[config.mk]
export PLATFORM = sky130hd
export DESIGN_NAME = mdio_cmd_ctrl
export DESIGN_NICKNAME = d
export VERILOG_FILES = /design/src/rtl/mdio_cmd_pkg.sv /design/src/rtl/mdio_clk_div.sv /design/src/rtl/mdio_frame_eng.sv /design/src/rtl/mdio_csr.sv /design/src/rtl/mdio_cmd_ctrl.sv
export SDC_FILE = /design/constraint.sdc
export NUM_CORES = 1
export LEC_CHECK = 0
export ABC_AREA = 1
export CORE_ASPECT_RATIO = 0.7
export CORE_MARGIN = 8
export CORE_UTILIZATION = 55
export CTS_BUF_LIST = sky130_fd_sc_hd__clkbuf_8
export DETAILED_ROUTE_END_ITERATION = 8
export PLACE_DENSITY_LB_ADDON = 0.3
export REMOVE_ABC_BUFFERS = 1
export SLEW_MARGIN = 20
export SYNTH_ARGS = -nofsm -noshare
export SYNTH_HDL_FRONTEND = slang
export SYNTH_SLANG_ARGS = --single-unit
[constraint.sdc]
create_clock -name clk -period 6.9 [get_ports clk]
set_input_delay 1.725 -clock clk [delete_from_list [all_inputs] [get_ports clk]]
set_output_delay 1.725 -clock clk [all_outputs]
set_load 0.02 [all_outputs]
[src/rtl/mdio_cmd_pkg.sv]
package mdio_cmd_pkg;
  localparam int CMD_W     = 16;
  localparam int DATA_W    = 16;
  localparam int ADDR_W    = 5;
  localparam int PRE_LEN   = 32;
  localparam int WR_BIT    = 14;
  localparam int RD_BIT    = 13;
  localparam int PHY_LSB   = 8;
  localparam int REG_LSB   = 0;
  localparam int HDR_W     = 2 + 2 + ADDR_W + ADDR_W + 2;
  localparam int BODY_W    = HDR_W + DATA_W;
  localparam int FRAME_LEN = PRE_LEN + BODY_W;

  typedef enum logic {
    SEL_CMD   = 1'b0,
    SEL_WDATA = 1'b1
  } reg_sel_e;

  typedef struct packed {
    logic              is_read;
    logic [ADDR_W-1:0] phy;
    logic [ADDR_W-1:0] regn;
    logic [DATA_W-1:0] wdata;
  } xfer_req_t;
endpackage

[src/rtl/mdio_clk_div.sv]
module mdio_clk_div #(
  parameter int CLK_DIV = 40
) (
  input  logic clk,
  input  logic rst_n,
  input  logic run,
  output logic mdc,
  output logic rise_stb,
  output logic fall_stb
);
  localparam int HALF = CLK_DIV / 2;
  localparam int CW   = $clog2(CLK_DIV);

  logic [CW-1:0] cnt_q, cnt_d;
  logic          mdc_q, mdc_d;

  assign rise_stb = run && (cnt_q == CW'(HALF - 1));
  assign fall_stb = run && (cnt_q == CW'(CLK_DIV - 1));
  assign mdc      = mdc_q;

  always_comb begin
    cnt_d = cnt_q;
    mdc_d = mdc_q;
    if (!run || fall_stb) begin
      cnt_d = '0;
      mdc_d = 1'b0;
    end else begin
      cnt_d = cnt_q + 1'b1;
      if (rise_stb) mdc_d = 1'b1;
    end
  end

  always_ff @(posedge clk or negedge rst_n) begin
    if (!rst_n) begin
      cnt_q <= '0;
      mdc_q <= 1'b0;
    end else begin
      cnt_q <= cnt_d;
      mdc_q <= mdc_d;
    end
  end
endmodule

[src/rtl/mdio_frame_eng.sv]
module mdio_frame_eng
  import mdio_cmd_pkg::*;
(
  input  logic              clk,
  input  logic              rst_n,
  input  logic              start,
  input  xfer_req_t         req,
  input  logic              rise_stb,
  input  logic              fall_stb,
  input  logic              mdio_in,
  output logic              busy,
  output logic              done,
  output logic              op_read,
  output logic              mdio_out,
  output logic              mdio_oe,
  output logic [DATA_W-1:0] rd_word
);
  localparam int BW         = $clog2(FRAME_LEN);
  localparam int TA_START   = PRE_LEN + HDR_W - 2;
  localparam int DATA_START = PRE_LEN + HDR_W;

  logic              busy_q, busy_d;
  logic              rd_q, rd_d;
  logic [BW-1:0]     bit_q, bit_d;
  logic [BODY_W-1:0] sh_q, sh_d;
  logic [DATA_W-1:0] cap_q, cap_d;
  logic [BODY_W-1:0] body;
  logic              in_body;

  // Start, opcode, address, register, turnaround, data
  assign body = {2'b01, (req.is_read ? 2'b10 : 2'b01), req.phy, req.regn,
                 (req.is_read ? 2'b11 : 2'b10),
                 (req.is_read ? {DATA_W{1'b0}} : req.wdata)};

  assign in_body = (bit_q >= BW'(PRE_LEN));

  always_comb begin
    busy_d = busy_q;
    rd_d   = rd_q;
    bit_d  = bit_q;
    sh_d   = sh_q;
    cap_d  = cap_q;
    done   = 1'b0;
    if (start && !busy_q) begin
      busy_d = 1'b1;
      rd_d   = req.is_read;
      bit_d  = '0;
      sh_d   = body;
    end else if (busy_q) begin
      if (rise_stb && rd_q && (bit_q >= BW'(DATA_START)))
        cap_d = {cap_q[DATA_W-2:0], mdio_in};
      if (fall_stb) begin
        if (bit_q == BW'(FRAME_LEN - 1)) begin
          busy_d = 1'b0;
          bit_d  = '0;
          done   = 1'b1;
        end else begin
          bit_d = bit_q + 1'b1;
          if (in_body) sh_d = {sh_q[BODY_W-2:0], 1'b0};
        end
      end
    end
  end

  always_ff @(posedge clk or negedge rst_n) begin
    if (!rst_n) begin
      busy_q <= 1'b0;
      rd_q   <= 1'b0;
      bit_q  <= '0;
      sh_q   <= '0;
      cap_q  <= '0;
    end else begin
      busy_q <= busy_d;
      rd_q   <= rd_d;
      bit_q  <= bit_d;
      sh_q   <= sh_d;
      cap_q  <= cap_d;
    end
  end

  assign busy     = busy_q;
  assign op_read  = rd_q;
  assign rd_word  = cap_q;
  assign mdio_out = in_body ? sh_q[BODY_W-1] : 1'b1;
  assign mdio_oe  = busy_q && !(rd_q && (bit_q >= BW'(TA_START)));
endmodule

[src/rtl/mdio_csr.sv]
module mdio_csr
  import mdio_cmd_pkg::*;
(
  input  logic              clk,
  input  logic              rst_n,
  input  logic              wr_en,
  input  reg_sel_e          sel,
  input  logic [CMD_W-1:0]  wr_data,
  input  logic              busy,
  input  logic              done,
  input  logic              op_read,
  input  logic [DATA_W-1:0] rd_word,
  output logic              start,
  output xfer_req_t         req,
  output logic [CMD_W-1:0]  cmd_rdbk,
  output logic [DATA_W-1:0] rd_data
);
  logic [DATA_W-1:0] wdata_q, wdata_d;
  logic [ADDR_W-1:0] phy_q, phy_d;
  logic [ADDR_W-1:0] reg_q, reg_d;
  logic              rq_rd_q, rq_rd_d;
  logic              rq_wr_q, rq_wr_d;
  logic [DATA_W-1:0] rdat_q, rdat_d;
  logic              cmd_hit, want_rd, want_wr;
  logic              unused_bits;

  assign unused_bits = ^{wr_data[15], wr_data[7:5]};

  assign cmd_hit = wr_en && (sel == SEL_CMD) && !busy;
  assign want_rd = wr_data[RD_BIT];
  assign want_wr = wr_data[WR_BIT] && !want_rd;
  assign start   = cmd_hit && (want_rd || want_wr);

  always_comb begin
    req.is_read = want_rd;
    req.phy     = wr_data[PHY_LSB +: ADDR_W];
    req.regn    = wr_data[REG_LSB +: ADDR_W];
    req.wdata   = wdata_q;
  end

  always_comb begin
    wdata_d = wdata_q;
    phy_d   = phy_q;
    reg_d   = reg_q;
    rq_rd_d = rq_rd_q;
    rq_wr_d = rq_wr_q;
    rdat_d  = rdat_q;
    if (wr_en && (sel == SEL_WDATA)) wdata_d = wr_data;
    if (cmd_hit) begin
      phy_d   = wr_data[PHY_LSB +: ADDR_W];
      reg_d   = wr_data[REG_LSB +: ADDR_W];
      rq_rd_d = want_rd;
      rq_wr_d = want_wr;
    end
    if (done && op_read) rdat_d = rd_word;
  end

  always_ff @(posedge clk or negedge rst_n) begin
    if (!rst_n) begin
      wdata_q <= '0;
      phy_q   <= '0;
      reg_q   <= '0;
      rq_rd_q <= 1'b0;
      rq_wr_q <= 1'b0;
      rdat_q  <= '0;
    end else begin
      wdata_q <= wdata_d;
      phy_q   <= phy_d;
      reg_q   <= reg_d;
      rq_rd_q <= rq_rd_d;
      rq_wr_q <= rq_wr_d;
      rdat_q  <= rdat_d;
    end
  end

  always_comb begin
    cmd_rdbk                      = '0;
    cmd_rdbk[WR_BIT]              = busy && rq_wr_q;
    cmd_rdbk[RD_BIT]              = busy && rq_rd_q;
    cmd_rdbk[PHY_LSB +: ADDR_W]   = phy_q;
    cmd_rdbk[REG_LSB +: ADDR_W]   = reg_q;
  end

  assign rd_data = rdat_q;
endmodule

[src/rtl/mdio_cmd_ctrl.sv]
module mdio_cmd_ctrl
  import mdio_cmd_pkg::*;
#(
  parameter int CLK_DIV = 40
) (
  input  logic        clk,
  input  logic        rst_n,
  input  logic        reg_wr_en,
  input  logic        reg_sel,
  input  logic [15:0] reg_wdata,
  input  logic        mdio_in,
  output logic        mdc,
  output logic        mdio_out,
  output logic        mdio_oe,
  output logic [15:0] cmd_rdbk,
  output logic [15:0] rd_data
);
  logic              rst_meta_q, rst_sync_n;
  logic              busy, done, op_read, start;
  logic              rise_stb, fall_stb;
  xfer_req_t         req;
  logic [DATA_W-1:0] rd_word;

  // Asynchronous assertion, synchronous release
  always_ff @(posedge clk or negedge rst_n) begin
    if (!rst_n) begin
      rst_meta_q <= 1'b0;
      rst_sync_n <= 1'b0;
    end else begin
      rst_meta_q <= 1'b1;
      rst_sync_n <= rst_meta_q;
    end
  end

  mdio_csr u_csr (
    .clk      (clk),
    .rst_n    (rst_sync_n),
    .wr_en    (reg_wr_en),
    .sel      (reg_sel_e'(reg_sel)),
    .wr_data  (reg_wdata),
    .busy     (busy),
    .done     (done),
    .op_read  (op_read),
    .rd_word  (rd_word),
    .start    (start),
    .req      (req),
    .cmd_rdbk (cmd_rdbk),
    .rd_data  (rd_data)
  );

  mdio_clk_div #(.CLK_DIV(CLK_DIV)) u_div (
    .clk      (clk),
    .rst_n    (rst_sync_n),
    .run      (busy),
    .mdc      (mdc),
    .rise_stb (rise_stb),
    .fall_stb (fall_stb)
  );

  mdio_frame_eng u_eng (
    .clk      (clk),
    .rst_n    (rst_sync_n),
    .start    (start),
    .req      (req),
    .rise_stb (rise_stb),
    .fall_stb (fall_stb),
    .mdio_in  (mdio_in),
    .busy     (busy),
    .done     (done),
    .op_read  (op_read),
    .mdio_out (mdio_out),
    .mdio_oe  (mdio_oe),
    .rd_word  (rd_word)
  );
endmodule

==> flow_metrics.tcl <==
set metrics [dict create \
    status "completed" \
    grt_pass1_wl_mm 17.5 \
    yosysMostFrequentCell "nand2_1" \
    yosysSeqAreaShare_pct 54.3 \
    tightest_slew_ps 1040 \
    regArea_sq_mm 0.00273 \
    drtAntennaViolNets 0 \
    viasPerCell 5.16 \
    yosysTopAreaCell "dfrtp_1" \
    synth_area_sq_mm 0.00503 \
    netlist_instances 600 \
    fin_tns_setup_ps 0 \
    start_kind "input pin" \
    initial_core_util_pct 56.1 \
    root_buffer "clkbuf_8" \
    clock_skew_ps 10.5 \
    num_antenna_cells 0 \
    fill_cells 799 \
    grt.total_usage_pct 17.6 \
    hold_violations 0 \
    startpoint "reg_wdata[13]" \
    cap_violations 0 \
    wl_per_cell_um 13.5 \
    drc 0 \
    setup_violations 0 \
    cts_buffer_depth 2 \
    clock_latency_ps 380 \
    ioPinCount 56 \
    gp_congestion 0.807 \
    clkSinkCount 109 \
    port_buffers 51 \
    worst-r2r-setup-slack_ps 3830 \
    fin_hold_ws_ps 268 \
    fp.coreArea_sq_mm 0.00896 \
    dieArea_sq_mm 0.0125 \
    multi_input_area_sq_mm 0.00196 \
    worst_path_max_delay_cell "nand2_1" \
    end_kind "register" \
    synthTopCellsByArea "dfrtp_1 54%, nand2_1 19%, nand3_1 9.9%" \
    rr_worst_depth 6 \
    vdd_drop_max_v 0.000149 \
    synth-seq-cells 109 \
    grt_max_degree 76 \
    cpPeakStageDelay_ps 940 \
    yosysUniqueCellTypes 31 \
    area_delta_synth_final_pct 13.7 \
    drt_iter0_drc 374 \
    slew_viol_final 0 \
    cts_tree "built" \
    cts_setup_buffers 0 \
    syn_avg_cell_area_sq_um 8.38 \
    synth_ff_type "dfrtp_1" \
    vias 3944 \
    drt_wl_total_mm 10.3 \
    period_needed_ps 4740 \
    yosysTopAreaCellShare_pct 54.3 \
    rsz0062_at_grt "no" \
    path_class "in -> reg" \
    power.leakage_uw 0.00307 \
    die_h_um 96.0 \
    hold_class "reg -> async" \
    die_x_um 130 \
    crit_chain "clkdlybuf4s50_1 -> inv_1 -> nand2_1 -> nand3_4 -> nand2_1 -> nand2_2 -> nand2_1 -> nand2_1" \
    dp.final_hpwl_mm 6.92 \
    async_flop_share_pct 100 \
    relSlewSlack_pct 30.6 \
    synth_common_cells "249 x nand2_1, 109 x dfrtp_1, 99 x nand3_1, 30 x inv_1, 25 x o21ai_0" \
    drt_pass1_iterations 5 \
    ctsHoldBuffers 0 \
    ctsResizeCount 0 \
    layout_worst_path_cycle_share_pct 68.7 \
    yosysWarnings 0 \
    cts.clk_slew.worst_paths_ps 100 \
    cpMostUsedCell "nand2_1" \
    arrival_ps 5000 \
    crit_end "u_eng.sh_q[8]$_DFFE_PN0P_" \
    r2r_end "u_eng.sh_q[8]$_DFFE_PN0P_" \
    cts_max_level 3 \
    synth_edf_count 0 \
    antenna_found_initial 0 \
    clock.fmax_mhz 211 \
    grt_pass1_vias 3746 \
    required_ps 7160 \
    rows 29 \
    grt-ovfl-total 0 \
    final_nets 659 \
    power.density_mw_per_mm2 193 \
    crit_fanout 37 \
    drive_gt1_share_pct 7.34 \
    timing.rr.start "u_eng.busy$_DFF_PN0_" \
    numCtsBuffers 9 \
]
[area by class of cell]
type / instances / share of cell area [%]
clock buffers: 10 / 2.41
clock inverters: 6 / 1.20
inverters: 35 / 2.34
multi-input cells: 427 / 34.3
flip-flops and latches: 109 / 47.8
well taps: 124 / 2.72
repair buffers: 53 / 9.20
[worst min-delay path by stage]
stage                                     from                           end  slack (ps)  cells past startpoint
after floorplan           rst_meta_q$_DFF_PN0_          rst_sync_n$_DFF_PN0_         330                      0
after global placement    rst_sync_n$_DFF_PN0_  u_csr.rd_data[3]$_DFFE_PN0P_         270                      0
after detailed placement  rst_sync_n$_DFF_PN0_  u_csr.rd_data[3]$_DFFE_PN0P_         270                      0
after CTS                 rst_sync_n$_DFF_PN0_  u_csr.rd_data[3]$_DFFE_PN0P_         280                      0
after global routing      rst_sync_n$_DFF_PN0_  u_csr.rd_data[3]$_DFFE_PN0P_         310                      0
final                     rst_sync_n$_DFF_PN0_  u_csr.rd_data[3]$_DFFE_PN0P_         270                      0
[layer usage]
metal / part of all wire [%] / global-route usage, %
met2: 46 / 29.1
met3: 5.2 / 4.21
met1: 47 / 22.1
met4: 1.7 / 7.03
met5: 0 / 0
[sequential cells by signal (all words and copies together), names as in the netlist, 5 cells and up]
signal         cells
u_div.cnt_q        6
u_csr.reg_q        5
u_eng.bit_q        6
u_eng.rd_word     16
u_csr.wdata_q     16
u_csr.rd_data     16
u_csr.phy_q        5
u_eng.sh_q        32
[critical path: cells and delay by family]
| kind | cells | cell delay (ps) |
|---|---|---|
| buffers and inverters | 2 | 590 |
| AND/OR/NAND/NOR | 6 | 2690 |
[kinds of logic after synthesis]
| logic type | after synthesis | synth area share, % |
|---|---|---|
| AOI/OAI and AO/OA | 30 | 3.04 |
| xor gates and xnor gates | 2 | 0.349 |
| adders and majority gates | 3 | 0.747 |
| buffers and inverters | 67 | 6.97 |
| DFF | 109 | 54.3 |
| muxes | 4 | 0.896 |
| other | 2 | 0.149 |
| and+or+nand+nor | 383 | 33.6 |
[layout by cell type (no fill, tap or decap), types with 3 or more instances in the layout]
cell type          n
nand2_1          249
dfrtp_1          108
nand3_1           99
clkdlybuf4s50_1   51
inv_1             30
o21ai_0           25
nor2_1            14
clkbuf_8          10
conb_1             5
nor2_2             4
inv_2              4
mux2_2             4
ha_1               3
[through the flow]
stage / cells / util (%) / setup WS, ps / power [uW] / cell area (sq um)
floorplan: 571 / - / 3200 / 694 / 4820
global placement: 748 / 61.4 / 1870 / 716 / 5510
detailed placement: 748 / 61.4 / 1810 / 718 / 5510
CTS: 764 / 63.7 / 2200 / 1110 / 5710
global route: 764 / 63.8 / 1920 / 1140 / 5710
finish: 764 / 63.8 / 2160 / 1100 / 5710
[power by group]
part	leakage, uW	total, uW	internal [uW]	switching [uW]
Clock	0.000103	397	180	216
Sequential	0.00145	661	651	10.1
Combinational	0.00151	42.8	17.5	25.3
Total	0.00307	1100	849	252
Power figures use the tool's default switching activity.
